`src/rtl/booth4_pkg.sv`:
```
// Package: shared types for the radix-4 Booth multiplier.
// Assumes: nothing; holds only the recoded digit type.
package booth4_pkg;
    // Signed radix-4 digit chosen for one step
    typedef enum logic [2:0] {
        DIG_ZERO = 3'd0,
        DIG_POS1 = 3'd1,
        DIG_POS2 = 3'd2,
        DIG_NEG1 = 3'd3,
        DIG_NEG2 = 3'd4
    } digit_e;
endpackage

```
`src/rtl/booth4_recoder.sv`:
```
// Module: maps one overlapping 3-bit multiplier window to a signed digit.
// Assumes: win = {upper bit of pair, lower bit of pair, reference bit};
// digit value = lower + reference - 2*upper.
module booth4_recoder
    import booth4_pkg::*;
(
    input  logic [2:0] win,
    output digit_e     dig
);
    // Purpose: table decode of the window into a digit
    always_comb begin
        unique case (win)
            3'b001, 3'b010: dig = DIG_POS1;
            3'b011:         dig = DIG_POS2;
            3'b100:         dig = DIG_NEG2;
            3'b101, 3'b110: dig = DIG_NEG1;
            default:        dig = DIG_ZERO;
        endcase
    end
endmodule

```
`src/rtl/booth4_multiple.sv`:
```
// Module: forms the adder operand for one step from the multiplicand and the digit.
// Assumes: a_ext is already sign- or zero-extended to W bits; the output is W+2
// bits wide. A negative digit is produced by inversion plus carry-in of one.
module booth4_multiple
    import booth4_pkg::*;
#(
    parameter int W = 10
) (
    input  logic [W-1:0] a_ext,
    input  digit_e       dig,
    output logic [W+1:0] addend,
    output logic         cin
);
    logic [W+1:0] one_a;
    logic [W+1:0] two_a;

    // Purpose: widen A and 2A to the accumulator width
    always_comb begin
        one_a = {{2{a_ext[W-1]}}, a_ext};
        two_a = {a_ext[W-1], a_ext, 1'b0};
    end

    // Purpose: select the multiple and its polarity
    always_comb begin
        unique case (dig)
            DIG_POS1: begin addend = one_a;  cin = 1'b0; end
            DIG_POS2: begin addend = two_a;  cin = 1'b0; end
            DIG_NEG1: begin addend = ~one_a; cin = 1'b1; end
            DIG_NEG2: begin addend = ~two_a; cin = 1'b1; end
            default:  begin addend = '0;     cin = 1'b0; end
        endcase
    end
endmodule

```
`src/rtl/booth4_ctrl.sv`:
```
// Module: step sequencer. Accepts a start when idle, issues one step per
// cycle, and pulses done after the final step.
// Assumes: ext_mode is stable from the cycle after load until done.
module booth4_ctrl #(
    parameter int N = 8
) (
    input  logic clk,
    input  logic rst_n,
    input  logic start,
    input  logic ext_mode,
    output logic ready,
    output logic load,
    output logic step,
    output logic done
);
    localparam int HALF = N / 2;
    localparam int CW   = $clog2(HALF + 2);

    logic          busy;
    logic [CW-1:0] cnt;
    logic [CW-1:0] last_idx;

    // Purpose: index of the last step for the active mode
    always_comb begin
        last_idx = ext_mode ? CW'(HALF) : CW'(HALF - 1);
    end

    // Purpose: derived handshake and datapath strobes
    always_comb begin
        ready = !busy;
        load  = !busy && start;
        step  = busy;
    end

    // Purpose: busy flag, step counter and done pulse
    always_ff @(posedge clk) begin
        if (!rst_n) begin
            busy <= 1'b0;
            cnt  <= '0;
            done <= 1'b0;
        end else begin
            done <= 1'b0;
            if (!busy) begin
                if (start) begin
                    busy <= 1'b1;
                    cnt  <= '0;
                end
            end else begin
                cnt <= cnt + 1'b1;
                if (cnt == last_idx) begin
                    busy <= 1'b0;
                    done <= 1'b1;
                end
            end
        end
    end
endmodule

```
`src/rtl/booth4_seq_mult.sv`:
```
// Module: top of the sequential radix-4 Booth multiplier. Holds the partial
// sum (with two guard bits), the shifting multiplier, the reference bit and the
// captured multiplicand; one add/subtract and a 2-bit arithmetic shift per step.
// Assumes: N is even. Unsigned mode widens both operands by two zero bits.
module booth4_seq_mult
    import booth4_pkg::*;
#(
    parameter int N = 8
) (
    input  logic           clk,
    input  logic           rst_n,
    input  logic           start,
    input  logic           mode_signed,
    input  logic [N-1:0]   a_in,
    input  logic [N-1:0]   x_in,
    output logic           ready,
    output logic           done,
    output logic [2*N-1:0] product
);
    localparam int W  = N + 2;
    localparam int HW = W + 2;
    localparam int RW = HW + W;

    logic [HW-1:0] hi_q;
    logic [W-1:0]  lo_q;
    logic [W-1:0]  a_q;
    logic          ref_q;
    logic          sgn_q;
    logic          load;
    logic          step;
    logic          a_fill;
    logic          x_fill;
    digit_e        dig;
    logic [HW-1:0] addend;
    logic          cin;
    logic [HW-1:0] sum;
    logic [RW-1:0] acc_full;

    booth4_ctrl #(.N(N)) u_ctrl (
        .clk      (clk),
        .rst_n    (rst_n),
        .start    (start),
        .ext_mode (!sgn_q),
        .ready    (ready),
        .load     (load),
        .step     (step),
        .done     (done)
    );

    booth4_recoder u_rec (
        .win (({lo_q[1], lo_q[0], ref_q})),
        .dig (dig)
    );

    booth4_multiple #(.W(W)) u_mul (
        .a_ext  (a_q),
        .dig    (dig),
        .addend (addend),
        .cin    (cin)
    );

    // Purpose: fill bits for operand extension by mode
    always_comb begin
        a_fill = mode_signed & a_in[N-1];
        x_fill = mode_signed & x_in[N-1];
    end

    // Purpose: one add/subtract of the selected multiple
    always_comb begin
        sum = hi_q + addend + HW'(cin);
    end

    // Purpose: load operands, or take one step with a 2-bit arithmetic shift
    always_ff @(posedge clk) begin
        if (!rst_n) begin
            hi_q  <= '0;
            lo_q  <= '0;
            a_q   <= '0;
            ref_q <= 1'b0;
            sgn_q <= 1'b0;
        end else if (load) begin
            hi_q  <= '0;
            lo_q  <= {{2{x_fill}}, x_in};
            a_q   <= {{2{a_fill}}, a_in};
            ref_q <= 1'b0;
            sgn_q <= mode_signed;
        end else if (step) begin
            hi_q  <= {sum[HW-1], sum[HW-1], sum[HW-1:2]};
            lo_q  <= {sum[1:0], lo_q[W-1:2]};
            ref_q <= lo_q[1];
        end
    end

    // Purpose: align the result window by the number of steps taken
    always_comb begin
        acc_full = {hi_q, lo_q};
        product  = sgn_q ? acc_full[2*N+1:2] : acc_full[2*N-1:0];
    end
endmodule

```
`config.mk`:
```
export PLATFORM = sky130hd
export DESIGN_NAME = booth4_seq_mult
export DESIGN_NICKNAME = d
export VERILOG_FILES = /design/src/rtl/booth4_pkg.sv /design/src/rtl/booth4_recoder.sv /design/src/rtl/booth4_multiple.sv /design/src/rtl/booth4_ctrl.sv /design/src/rtl/booth4_seq_mult.sv
export SDC_FILE = /design/constraint.sdc
export NUM_CORES = 1
export LEC_CHECK = 0
export BUFFER_PORTS_ARGS = -buffer_cell sky130_fd_sc_hd__buf_4
export CAP_MARGIN = 20
export CORE_AREA = 2 2 71 73
export CTS_CLUSTER_SIZE = 10
export DETAILED_ROUTE_END_ITERATION = 16
export DIE_AREA = 0 0 73 75
export GPL_ROUTABILITY_DRIVEN = 0
export HOLD_SLACK_MARGIN = 0.12
export PLACE_DENSITY_LB_ADDON = 0.05
export SETUP_SLACK_MARGIN = 0.3
export SYNTH_ARGS = -nofsm -noshare
export SYNTH_HDL_FRONTEND = slang
export SYNTH_SLANG_ARGS = --single-unit
```
`constraint.sdc`:
```
create_clock -name clk -period 2.57 [get_ports clk]
set_clock_uncertainty 0.2 [all_clocks]
set_input_delay 0 -clock clk [delete_from_list [all_inputs] [get_ports clk]]
set_output_delay 0 -clock clk [all_outputs]
set_load 0.005 [all_outputs]
```
# Word-level counts from Yosys, hierarchy flattened
# Cells that the tools add are included.
# classes
add_sub_neg	3
eq_ne	11
mux	13
bitwise_logic	5
reduce_logical	9
# op_table
cell	count
$pmux W12 S4	1
$not A12 Y12	2
$mux W10	2
$mux W16	1
$add A12 B1 Y12	1
$add A12 B12 Y12	1
$eq A3 B2 Y1 const B	4
$eq A3 B3 Y1 const B	4
$pmux W3 S4	1
$mux W3	3
$reduce_or A2 Y1	4
$eq A3 B1 Y1 const B	2
$mux W1	5
$reduce_bool A2 Y1	2
$add A3 B1 Y3 const B	1
$eq A3 B3 Y1	1
$and A1 B1 Y1	2
$reduce_and A2 Y1	1
$logic_and A1 B1 Y1	1
$logic_not A1 Y1	1
$not A1 Y1	1
# word_totals
regBits	36
input_bits	20
out_inout_bits	18
elab_cells	49

# Logic depth before layout (Yosys ltp)
# Gate-level depths: netlist (run 1).
# logic_depth
depth_word	9
mapped_depth	12
ltp_nobuf	10

# Cells and area by module
# A second synthesis (run 1) with hierarchy kept.
# hier_totals
cells_unflattened	298
hier_area_um2	2597.5
# modules_own_cells
module	n_inst	cells_each	area_each_um2	seq_area_each_um2
booth4_seq_mult	1	226	2001.9	620.6
booth4_multiple	1	44	310.3	0.0
booth4_ctrl	1	24	251.5	100.1
booth4_recoder	1	4	33.8	0.0

# Worst setup path before layout (run 1)
# Ideal clock, no wire load.
# synth_timing
path_kind	register to register
start	register lo_q[1]
end	register hi_q[6]
setup_time_ps	79
t_arrival_ps	2520
setup_slack_ps	-229
path_stages_with_launch	13
n_path_buf	2
period_less_slack_ps	2799
cell_sequence	dfxtp_1 -> buf_2 -> buf_2 -> a21oi_1 -> o221ai_1 -> fa_1 -> inv_1 -> fa_1 -> a21o_1 -> a221oi_2 -> o21ai_2 -> xnor2_1 -> a211oi_2
# synth_between
elab_chain_len	7
word_cells_on_any_way	18
classes_between	2 x add/sub; 10 x eq/ne; 3 x mux; 3 x reduce/logical
# synth_lines
item	line	text
start: declaration	booth4_seq_mult.sv:25	logic [W-1:0] lo_q;
start signal: assignment	booth4_seq_mult.sv:83	lo_q <= {{2{x_fill}}, x_in};
start signal: assignment	booth4_seq_mult.sv:89	lo_q <= {sum[1:0], lo_q[W-1:2]};
$eq A3 B3 Y1, or another cell as far along	booth4_recoder.sv:12	unique case (win)
$reduce_or A2 Y1	booth4_recoder.sv:12	
$pmux W3 S4 *	booth4_recoder.sv:12	
$eq A3 B3 Y1, or another cell as far along	booth4_multiple.sv:25	unique case (dig)
$pmux W12 S4 / $reduce_or A2 Y1 (equally long branches)	-	
$add A12 B12 Y12 / $mux W1 (equally long branches)	booth4_seq_mult.sv:70, booth4_multiple.sv:25	
$add A12 B1 Y12 *	booth4_seq_mult.sv:70	sum = hi_q + addend + HW'(cin);
end signal: assignment	booth4_seq_mult.sv:88	hi_q <= {sum[HW-1], sum[HW-1], sum[HW-1:2]};
end: declaration	booth4_seq_mult.sv:24	logic [HW-1:0] hi_q;
# Mark *: on every way between the ends. The rest lies on a longest branch, timed or not.
# A chain may end at the register's enable or synchronous reset.

# Worst setup path after layout (run 1)
# layout_timing
start	register lo_q[0]
end	register hi_q[4]
# Same word-level chain as after synthesis.

==> flow_summary.toml, run 1 <==
[global_route]
busiest_layer = "met2"
grt_max_degree = 29
overflow = 0
grt_pass1_wl_um = 9700
grt_usage_pct = 23.3
use_met1_pct = 29.6
met2_usage_pct = 40.0
grtUsageMet3_pct = 5.22
antenna_found_initial = 0
grt_pass1_vias = 2057

[clock_tree]
cts_tree = "done"
htreeDepth = 2
cts_root_buffer = "clkbuf_8"
cts.reportedPaths.clkPinSlew_ps = 70
cts_buffers = 5
clk_latency_ps = 290
cts_buffer_depth = 2
cts_sinks = 36

[finish]
drive_gt1_share_pct = 32.4
final_area_um2 = 3400
fin_cells = 424
nFillCells = 354
layout.area.seq_um2 = 729
area_growth_syn_to_layout_pct = 47.7
diodes = 0
nets = 401
multi_input_area_um2 = 1560

[logic_synthesis]
async_flop_share_pct = 0
synthesis.area_um2 = 2300
ys.flop_type = "dfxtp_1"
ys_ff_latch = 36
yosysWarnings = 0
synthCells = 270
synth_edf_count = 0
yosysSeqAreaShare_pct = 31.3
syn_area_per_cell_um2 = 8.53
synth_fp_nets = 302
synth.distinct_cells = 45

[worst_hold_path]
whs_path_depth = 4
hold_path_end = "a_q[8]"
holdCritStartpoint = "start"
hold_class = "in2reg"

[power_and_ir_drop]
sw_frac_of_total_pct = 29.1
pwr_density_cell_nw_per_um2 = 482
peakVddDrop_v = 0.000314
internal_power_mw = 1.16
pwr-share-clk_pct = 30.3
power_switching_uw = 477
combPwrFrac_pct = 30.4
power.leakage_nw = 1.61
power_frac_seq_pct = 39.3

[floorplanning]
num_rows = 25
die_h_um = 75
core_um2 = 4660
io_pins = 38
die_x_um = 73
initial_core_util_pct = 49.4
dieArea_um2 = 5480

[routing]
vias_per_cell = 5.39
drc = 0
drt_wl_total_um = 6300
avgRoutedWirePerCell_um = 14.8
vias = 2286
drt-initial-drc-count = 56
first_pass_iters = 4
ant_nets = 0

[worst_setup_path]
crit_type = "reg2reg"
reg2reg_depth = 12
cp-start-kind = "register"
r2r-start = "lo_q[0]"
crit_top_cell = "buf_4"
cp_cell_sequence = "buf_4 > inv_4 > nor3_4 > buf_4 > a22oi_2 > o21ai_2 > fa_2 > a21o_1 > a221oi_2 > buf_4 > xor2_1 > o22ai_1"
crit_path_end_kind = "register"
timing.critical_path.slowest_stage_cell = "fa_2"
max_stage_delay_ps = 370
reg2reg_to = "hi_q[4]"
r2r_slack_ps = -20
path_max_fanout = 6
worstPathArrival_ps = 2560
worstPathRequired_ps = 2540

[timing]
period_share_pct = 101
setup_viol = 2
max-slew-margin-rel_pct = 64.0
period_minus_slack_ps = 2590
tightest_slew_ps = 538
grt_setup_unrepaired = "true"
finalWorstSetupSlack_ps = -20.8
hold_viol = 0
max_freq_mhz = 386
slew_violations = 0

[placement]
dp.cells = 365
place_area_um2 = 2740
dpl.hpwl_um = 4030
port_buffers = 37

[status]
violations = "negative setup slack"
outcome = "finished with violations"

[job]
drv_cap = 0
## kinds of logic after synthesis
logic type | Yosys count | synth area share (%)
fa+ha+maj | 12 | 7.17
simple gates | 84 | 16.6
xor+xnor | 17 | 6.47
flops | 36 | 31.3
mux | 24 | 11.2
compound gates | 75 | 22.8
buf+inv | 22 | 4.46
## worst max path at each step
| stage | startpoint | end | slack (ps) | cells after the start |
|---|---|---|---|---|
| floorplan | lo_q[1] | hi_q[6] | -30 | 12 |
| global placement | ref_q | hi_q[4] | -120 | 10 |
| detailed placement | lo_q[0] | hi_q[4] | -170 | 10 |
| CTS | lo_q[0] | hi_q[4] | 50 | 10 |
| global route | lo_q[0] | hi_q[6] | -160 | 12 |
| finish | lo_q[0] | hi_q[4] | -20 | 12 |
## metal layers
metal	share of wire [%]	wire (um)	vias up
met5	0	0	-
met1	45	2810	1083
met4	0.97	61	0
met2	51	3210	38
met3	3.3	210	6
li1	-	-	1159
## synthesized netlist by cell type, types with 2 or more instances
master / number / area share (%)
fa_1: 2 / 1.7
nor2_1: 11 / 1.8
o21ai_0: 14 / 3.0
o211a_1: 8 / 3.5
a31oi_1: 2 / 0.54
o22ai_1: 4 / 1.1
nor2b_1: 5 / 1.4
a21boi_0: 11 / 3.6
dfxtp_1: 36 / 31
clkbuf_1: 3 / 0.49
a21oi_1: 13 / 2.8
nand2_1: 49 / 8.0
mux2_2: 14 / 6.8
inv_1: 5 / 0.82
ha_1: 10 / 5.4
nand2b_1: 2 / 0.54
o211ai_1: 2 / 0.65
nand4_1: 2 / 0.54
nor3b_1: 3 / 0.98
xnor2_1: 2 / 0.76
o21ai_1: 2 / 0.43
buf_2: 12 / 2.6
a22oi_1: 7 / 2.3
a21o_1: 3 / 0.98
nand3_1: 5 / 1.1
mux2i_1: 10 / 4.3
xor2_1: 15 / 5.7
## cell usage in the layout, fill, tap and decap left out, drive strengths merged, types with 3 or more instances in the layout
| cell | instances |
|---|---|
| nor2b | 5 |
| o21ai | 17 |
| a21o | 3 |
| nand2b | 3 |
| mux2i | 10 |
| a21boi | 11 |
| dlygate4sd3 | 37 |
| inv | 5 |
| ha | 10 |
| dfxtp | 36 |
| o22ai | 4 |
| clkbuf | 6 |
| a22oi | 7 |
| a21oi | 13 |
| mux2 | 14 |
| nor2 | 11 |
| o211a | 8 |
| xor2 | 15 |
| nand2 | 49 |
| nor3b | 3 |
| nand3 | 5 |
| buf | 72 |
## cell type report
class / count / area share, %
well taps: 54 / 1.99
multi-input cells: 212 / 45.7
flip-flops and latches: 36 / 21.5
clock buffers: 6 / 2.13
inverters: 5 / 0.626
repair buffers: 109 / 27.0
clock inverters: 2 / 1.03
## registers in the layout, summed over array words and instances (netlist names)
name         cells
a_q              9
hi_q            10
lo_q            10
ref_q            1
sgn_q            1
u_ctrl.cnt       3
u_ctrl.done      1
u_ctrl.step      1
## power by group through the flow
stage	sequential [mW]	combinational, mW	clock [mW]
2_1_floorplan	0.632	0.265	0
3_3_place_gp	0.655	0.391	0
3_5_place_dp	0.656	0.394	0
4_1_cts	0.642	0.474	0.504
5_1_grt	0.650	0.548	0.529
6_report	0.644	0.499	0.496
## worst max-delay path, delay by kind of cell (launching register included)
kind / cells / cell delay, ps
AOI/OAI and AO/OA: 5 / 850
xor gates and xnor gates: 1 / 120
adders and majority gates: 1 / 370
buffers and inverters: 4 / 510
DFF: 1 / 360
and+or+nand+nor: 1 / 60
## what timing repair did
item / 4_1_cts / 5_1_grt
resized for setup: 16 / 11
hold buffers: 37 / 0
endpoints found under the setup margin: 10 / 19
cloned: 0 / 0
buffers inserted: 7 / 7
pin swaps: 15 / 9
hold endpoints to repair: 30 / 0
## through the flow
stage	utilization, %	hold WS (ps)	TNS, ps	setup WS (ps)	total power [mW]
floorplan	-	-55.1	-28.5	-28.5	0.897
global placement	58.7	60.8	-374	-125	1.05
detailed placement	58.7	68.0	-572	-169	1.05
CTS	71.2	177	0	51.6	1.62
global route	72.9	194	-580	-160	1.73
finish	72.9	161	-33.3	-20.8	1.64
(Power assumes the default switching activity.)
==> inputs of run 2 (changes only) <==
--- a/config.mk
+++ b/config.mk
@@ -5,12 +5,13 @@
 export SDC_FILE = /design/constraint.sdc
 export NUM_CORES = 1
 export LEC_CHECK = 0
+export ABC_AREA = 1
 export BUFFER_PORTS_ARGS = -buffer_cell sky130_fd_sc_hd__buf_4
 export CAP_MARGIN = 20
-export CORE_AREA = 2 2 71 73
+export CORE_AREA = 2 2 73 75
 export CTS_CLUSTER_SIZE = 10
 export DETAILED_ROUTE_END_ITERATION = 16
-export DIE_AREA = 0 0 73 75
+export DIE_AREA = 0 0 75 77
 export GPL_ROUTABILITY_DRIVEN = 0
 export HOLD_SLACK_MARGIN = 0.12
 export PLACE_DENSITY_LB_ADDON = 0.05
==> run 2 against run 1 <==
Effect of this change:
- the flow now finishes without violations
- area after synthesis up 8.1%
- hold slack gained 140 ps
- global-route usage is 1.7 points higher
- sequential cell count unchanged
- setup slack improved by 160 ps
- sequential share of layout area shrank 1.5 points
- cell area up 7.7%
- power down 5.5%
- register-to-register slack improved by 160 ps
- clock power fell by 11%
- largest power group unchanged
==> flow_summary.toml, run 2 <==
[finish]
multi_input_area_um2 = 1810
final_area_um2 = 3660
top_regs = "hi_q x10, lo_q x10, a_q x9"
final_common_cell = "nand2_1"
layout.area.seq_um2 = 732
layout_common_cells = "nand2_1 (85), inv_1 (50), buf_4 (49), nor2_1 (34)"
nets = 483
nFillCells = 402
diodes = 0
area_growth_syn_to_layout_pct = 47.1
drive_gt1_share_pct = 28.2

[floorplanning]
core_um2 = 4980
die_x_um = 75
initial_core_util_pct = 50.0
dieArea_um2 = 5780
io_pins = 38
num_rows = 26
die_h_um = 77

[worst_setup_path]
reg2reg_depth = 16
cp-start-kind = "register"
reg2reg_to = "hi_q[6]"
worstPathArrival_ps = 2430
crit_start = "lo_q[0]"
cp-endpoint = "hi_q[6]"
path_max_fanout = 5
r2r-start = "lo_q[0]"
crit_type = "reg2reg"
crit_path_end_kind = "register"
r2r_slack_ps = 140
worstPathRequired_ps = 2570

[timing]
tightest_slew_ps = 945
max_freq_mhz = 412
period_minus_slack_ps = 2430
whs_ps = 297
period_share_pct = 94.5
slew_violations = 0
setup_viol = 0
grt_setup_unrepaired = "true"
hold_viol = 0
fin_setup_tns_ps = 0
max-slew-margin-rel_pct = 36.8
finalWorstSetupSlack_ps = 141

[placement]
place_ws_ps = 23.9
place_area_um2 = 2820
dpl.hpwl_um = 4610
port_buffers = 37

[clock_tree]
cts.reportedPaths.clkPinSlew_ps = 80
cts_sinks = 36
htreeDepth = 2
cts_buffers = 5
cts_buffer_depth = 2
cts_root_buffer = "clkbuf_8"
clk_latency_ps = 290
cts_tree = "done"

[status]
outcome = "finished, final reports clean"

[worst_hold_path]
hold_class = "reg2reg"

[logic_synthesis]
ys.flop_type = "dfxtp_1"
async_flop_share_pct = 0
synthTopCellsByCount = "nand2_1 (92), inv_1 (53), dfxtp_1 (36)"
yosys.area.top_type_share_pct = 29.0
syn_area_per_cell_um2 = 6.67
synth_edf_count = 0
yosysWarnings = 0
synthCells = 373
yosys-top-cells-area = "dfxtp_1 (29%), nand2_1 (14%), inv_1 (8.0%)"
synthesis.area_um2 = 2490
synth_most_common_cell = "nand2_1"
synth_top_area_cell = "dfxtp_1"
yosysSeqAreaShare_pct = 29.0
ys_ff_latch = 36
synth.distinct_cells = 35
synth_fp_nets = 405

[global_route]
grt_pass1_wl_um = 11300
overflow = 0
grt_usage_pct = 25.0
antenna_found_initial = 0
grt_max_degree = 21
grt_pass1_vias = 2436

[routing]
ant_nets = 0
drt-initial-drc-count = 138
avgRoutedWirePerCell_um = 14.3
first_pass_iters = 4
vias_per_cell = 5.25
drc = 0
vias = 2733
drt_wl_total_um = 7470

[job]
drv_cap = 0

[power_and_ir_drop]
power_mw = 1.55
peakVddDrop_v = 0.000277
power.leakage_nw = 1.64
pwr_density_cell_nw_per_um2 = 423
-- run 2: timing repair --
action                     CTS  global route
buffers inserted             9             2
gates cloned                 1             1
gates resized for setup     20            36
pin swaps                   14            16
hold endpoints to repair    24             0
setup endpoints to repair   10            14
hold buffers                33             0
-- run 2: cells by family (layout without fill, tap and decap cells) --
group | after synthesis | after routing | synth area share [%]
adders and majority gates | 12 | 12 | 6.64
AOI/OAI and AO/OA | 83 | 84 | 21.2
DFF | 36 | 36 | 29.0
buffers and inverters | 72 | 148 | 12.3
xor gates and xnor gates | 4 | 4 | 1.41
and+or+nand+nor | 166 | 167 | 29.5
-- run 2: report_power, final --
group | internal [mW] | switching [mW]
clock network | 0.239 | 0.204
logic | 0.225 | 0.226
registers | 0.591 | 0.0625
-- run 2: cell type report --
| type | count | share of cell area, % |
|---|---|---|
| multi-input cells | 267 | 49.5 |
| flip-flops and latches | 36 | 20.0 |
| repair buffers | 83 | 19.4 |
| inverters | 58 | 6.15 |
| clock buffers | 7 | 2.63 |
| well taps | 70 | 2.39 |
-- run 2: worst min-delay path by stage --
stage | cells past startpoint | endpoint | slack, ps | startpoint
3_3_place_gp | 3 | a_q[1] | 20 | a_in[1]
2_1_floorplan | 2 | a_q[0] | -70 | a_in[0]
5_1_grt | 2 | hi_q[9] | 300 | hi_q[9]
6_report | 2 | hi_q[9] | 300 | hi_q[9]
3_5_place_dp | 3 | a_q[2] | 30 | a_in[2]
4_1_cts | 2 | hi_q[9] | 290 | hi_q[9]
-- run 2: routing by layer --
metal | vias up | track usage [%] | share of wire, %
met2 | 95 | 39.8 | 49
li1 | 1384 | - | -
met4 | 0 | 9.11 | 1.7
met5 | - | 0 | 0
met1 | 1242 | 33.7 | 44
met3 | 12 | 3.81 | 5.1
-- run 2: metrics by stage --
step / utilization [%] / instances
floorplan: - / 373
global placement: 56.7 / 468
detailed placement: 56.7 / 468
CTS: 68.7 / 518
global route: 73.6 / 521
finish: 73.6 / 521
-- run 2: worst max-delay path: stages, from the launching register on --
cell and delay, ps:
dfxtp_4 370, inv_4 80, nand2_4 80, a21oi_2 150, inv_2 90, o21ai_2 140, a21oi_2 50, fa_2 340
inv_2 70, fa_2 210, nand3_2 70, nand3_2 100, nand4_1 120, nand3_1 90, nand3_1 80, nand2_1 60
inv_1 30
==> inputs of run 3 (changes only) <==
--- a/config.mk
+++ b/config.mk
@@ -8,10 +8,10 @@
 export ABC_AREA = 1
 export BUFFER_PORTS_ARGS = -buffer_cell sky130_fd_sc_hd__buf_4
 export CAP_MARGIN = 20
-export CORE_AREA = 2 2 73 75
+export CORE_AREA = 2 2 71 73
 export CTS_CLUSTER_SIZE = 10
 export DETAILED_ROUTE_END_ITERATION = 16
-export DIE_AREA = 0 0 75 77
+export DIE_AREA = 0 0 73 75
 export GPL_ROUTABILITY_DRIVEN = 0
 export HOLD_SLACK_MARGIN = 0.12
 export PLACE_DENSITY_LB_ADDON = 0.05
==> constraint.sdc (replaced) <==
create_clock -name clk -period 2.4 [get_ports clk]
set_clock_uncertainty 0.2 [all_clocks]
set_input_delay 0 -clock clk [delete_from_list [all_inputs] [get_ports clk]]
set_output_delay 0 -clock clk [all_outputs]
set_load 0.005 [all_outputs]
==> run 3 against run 2 <==
Effect of this change:
- the run now ends with negative setup slack left
- clock power grew 12%
- maximum frequency shrank 3.5%
- die area shrank 5.2%
- sequential share of layout area grew 0.055 points
- highest routed layer unchanged
- utilization grew 4.4 points
- routed wire length grew 8.0%
- cell area shrank 0.79%
- sequential power grew 5.5%
- non-clock buffer count grew 5
- critical endpoint unchanged
==> flow_summary.toml, run 3 (synthesis gave the netlist of run 2 again) <==
[timing]
period_minus_slack_ps = 2520
max-slew-margin-rel_pct = 65.2
hold_viol = 0
period_share_pct = 105
grt_setup_unrepaired = "true"
whs_ps = 291
tightest_slew_ps = 521
max_freq_mhz = 397
setup_viol = 8
slew_violations = 0
finalWorstSetupSlack_ps = -118

[placement]
place_area_um2 = 2870
dpl.hpwl_um = 4560
place_ws_ps = -42.1
port_buffers = 37

[global_route]
grt_usage_pct = 28.3
grt_pass1_vias = 2604
grt_pass1_wl_um = 12000
overflow = 0
antenna_found_initial = 0
grt_max_degree = 27

[worst_hold_path]
hold_class = "reg2reg"

[finish]
drive_gt1_share_pct = 28.0
top_regs = "hi_q x10, lo_q x10, a_q x9"
final_common_cell = "nand2_1"
area_growth_syn_to_layout_pct = 46.0
layout_common_cells = "nand2_1 (85), buf_4 (52), inv_1 (49), nor2_1 (35)"
nets = 488
final_util_pct = 77.9
diodes = 0
final_area_um2 = 3630

[worst_setup_path]
crit_type = "reg2reg"
crit_family = "simple AND/OR/NAND/NOR gates"
cp_num_buf_inv = 4
worstPathRequired_ps = 2400
path_max_fanout = 5
cp-start-kind = "register"
max_stage_delay_ps = 380
timing.critical_path.slowest_stage_cell = "dfxtp_4"
cp_cell_sequence = "inv_4 > nand2_4 > a21oi_4 > inv_2 > o21ai_2 > a21oi_2 > fa_2 > inv_2 > fa_2 > nand3_2 > nand3_2 > nand4_1 > nand3_1 > nand3_1 > nand2_1 > inv_1"
crit_path_end_kind = "register"
worstPathArrival_ps = 2520

[clock_tree]
cts_buffers = 5
cts_root_buffer = "clkbuf_8"
cts_buffer_depth = 2
cts.reportedPaths.clkPinSlew_ps = 90
clk_latency_ps = 300
cts_sinks = 36
htreeDepth = 2
cts_tree = "done"

[routing]
first_pass_iters = 5
vias_per_cell = 5.53
vias = 2828
drc = 0
drt-initial-drc-count = 187
ant_nets = 0
drt_wl_total_um = 8060
avgRoutedWirePerCell_um = 15.8

[status]
outcome = "finished with violations"
violations = "negative setup slack"

[floorplanning]
initial_core_util_pct = 53.4
num_rows = 25
core_um2 = 4660
die_h_um = 75
io_pins = 38
die_x_um = 73
dieArea_um2 = 5480

[job]
drv_cap = 0

[power_and_ir_drop]
power.leakage_nw = 1.65
power_mw = 1.69
pwr_density_cell_nw_per_um2 = 464
peakVddDrop_v = 0.000362
## run 3: cell count changes in the layout (fill, tap and decap cells not counted), moves of 2 or more
cell / before / now
buf_4: 49 / 52
nor2_2: 3 / 1
a22oi_1: 5 / 8
a21oi_2: 4 / 6
a22oi_2: 3 / 0
## run 3: what timing repair did
item / CTS / global route
hold endpoints to repair: 26 / 0
buffers inserted: 6 / 0
cloned: 1 / 1
setup endpoints to repair: 11 / 12
pin swaps: 3 / 9
resized for setup: 17 / 32
hold buffers: 34 / 0
## run 3: power by group
| part | internal [mW] | switching [mW] |
|---|---|---|
| registers | 0.633 | 0.0574 |
| logic | 0.241 | 0.256 |
| clock network | 0.235 | 0.263 |
## run 3: final timing paths
check / from / end / slack (ps) / cells after the start
worst min-delay path: hi_q[9] / hi_q[9] / 290 / 2
worst max-delay path: ref_q / hi_q[6] / -120 / 16
worst max register to register: ref_q / hi_q[6] / -120 / 16
worst min register to register: hi_q[9] / hi_q[9] / 290 / 2
## run 3: layout make-up
type	count	area, um2
Inverter	58	225
Tap cell	54	67.6
Timing Repair Buffer	88	753
Multi-Input combinational cell	266	1750
Timing Repair inverter	1	7.51
Sequential cell	36	728
Fill cell	338	1030
Clock buffer	6	82.6
Clock inverter	2	13.8
## run 3: metal layers
metal	part of all wire, %	GRT usage, %	up-vias
li1	-	-	1392
met1	43	35.0	1307
met2	50	51.2	105
met3	4.3	4.02	24
met4	2.4	8.02	0
met5	0	0	-
## run 3: stage by stage
step                TNS (ps)  cells
CTS                    -42.2    510
detailed placement      -105    461
finish                  -690    511
floorplan                  0    373
global route           -1870    511
global placement           0    461
## run 3: worst reg2reg max path: stages, from the launching register on
cell and delay (ps):
dfxtp_4 380, inv_4 80, nand2_4 80, a21oi_4 190
inv_2 110, o21ai_2 150, a21oi_2 50, fa_2 350
inv_2 80, fa_2 210, nand3_2 70, nand3_2 90
nand4_1 110, nand3_1 90, nand3_1 80, nand2_1 70
inv_1 30
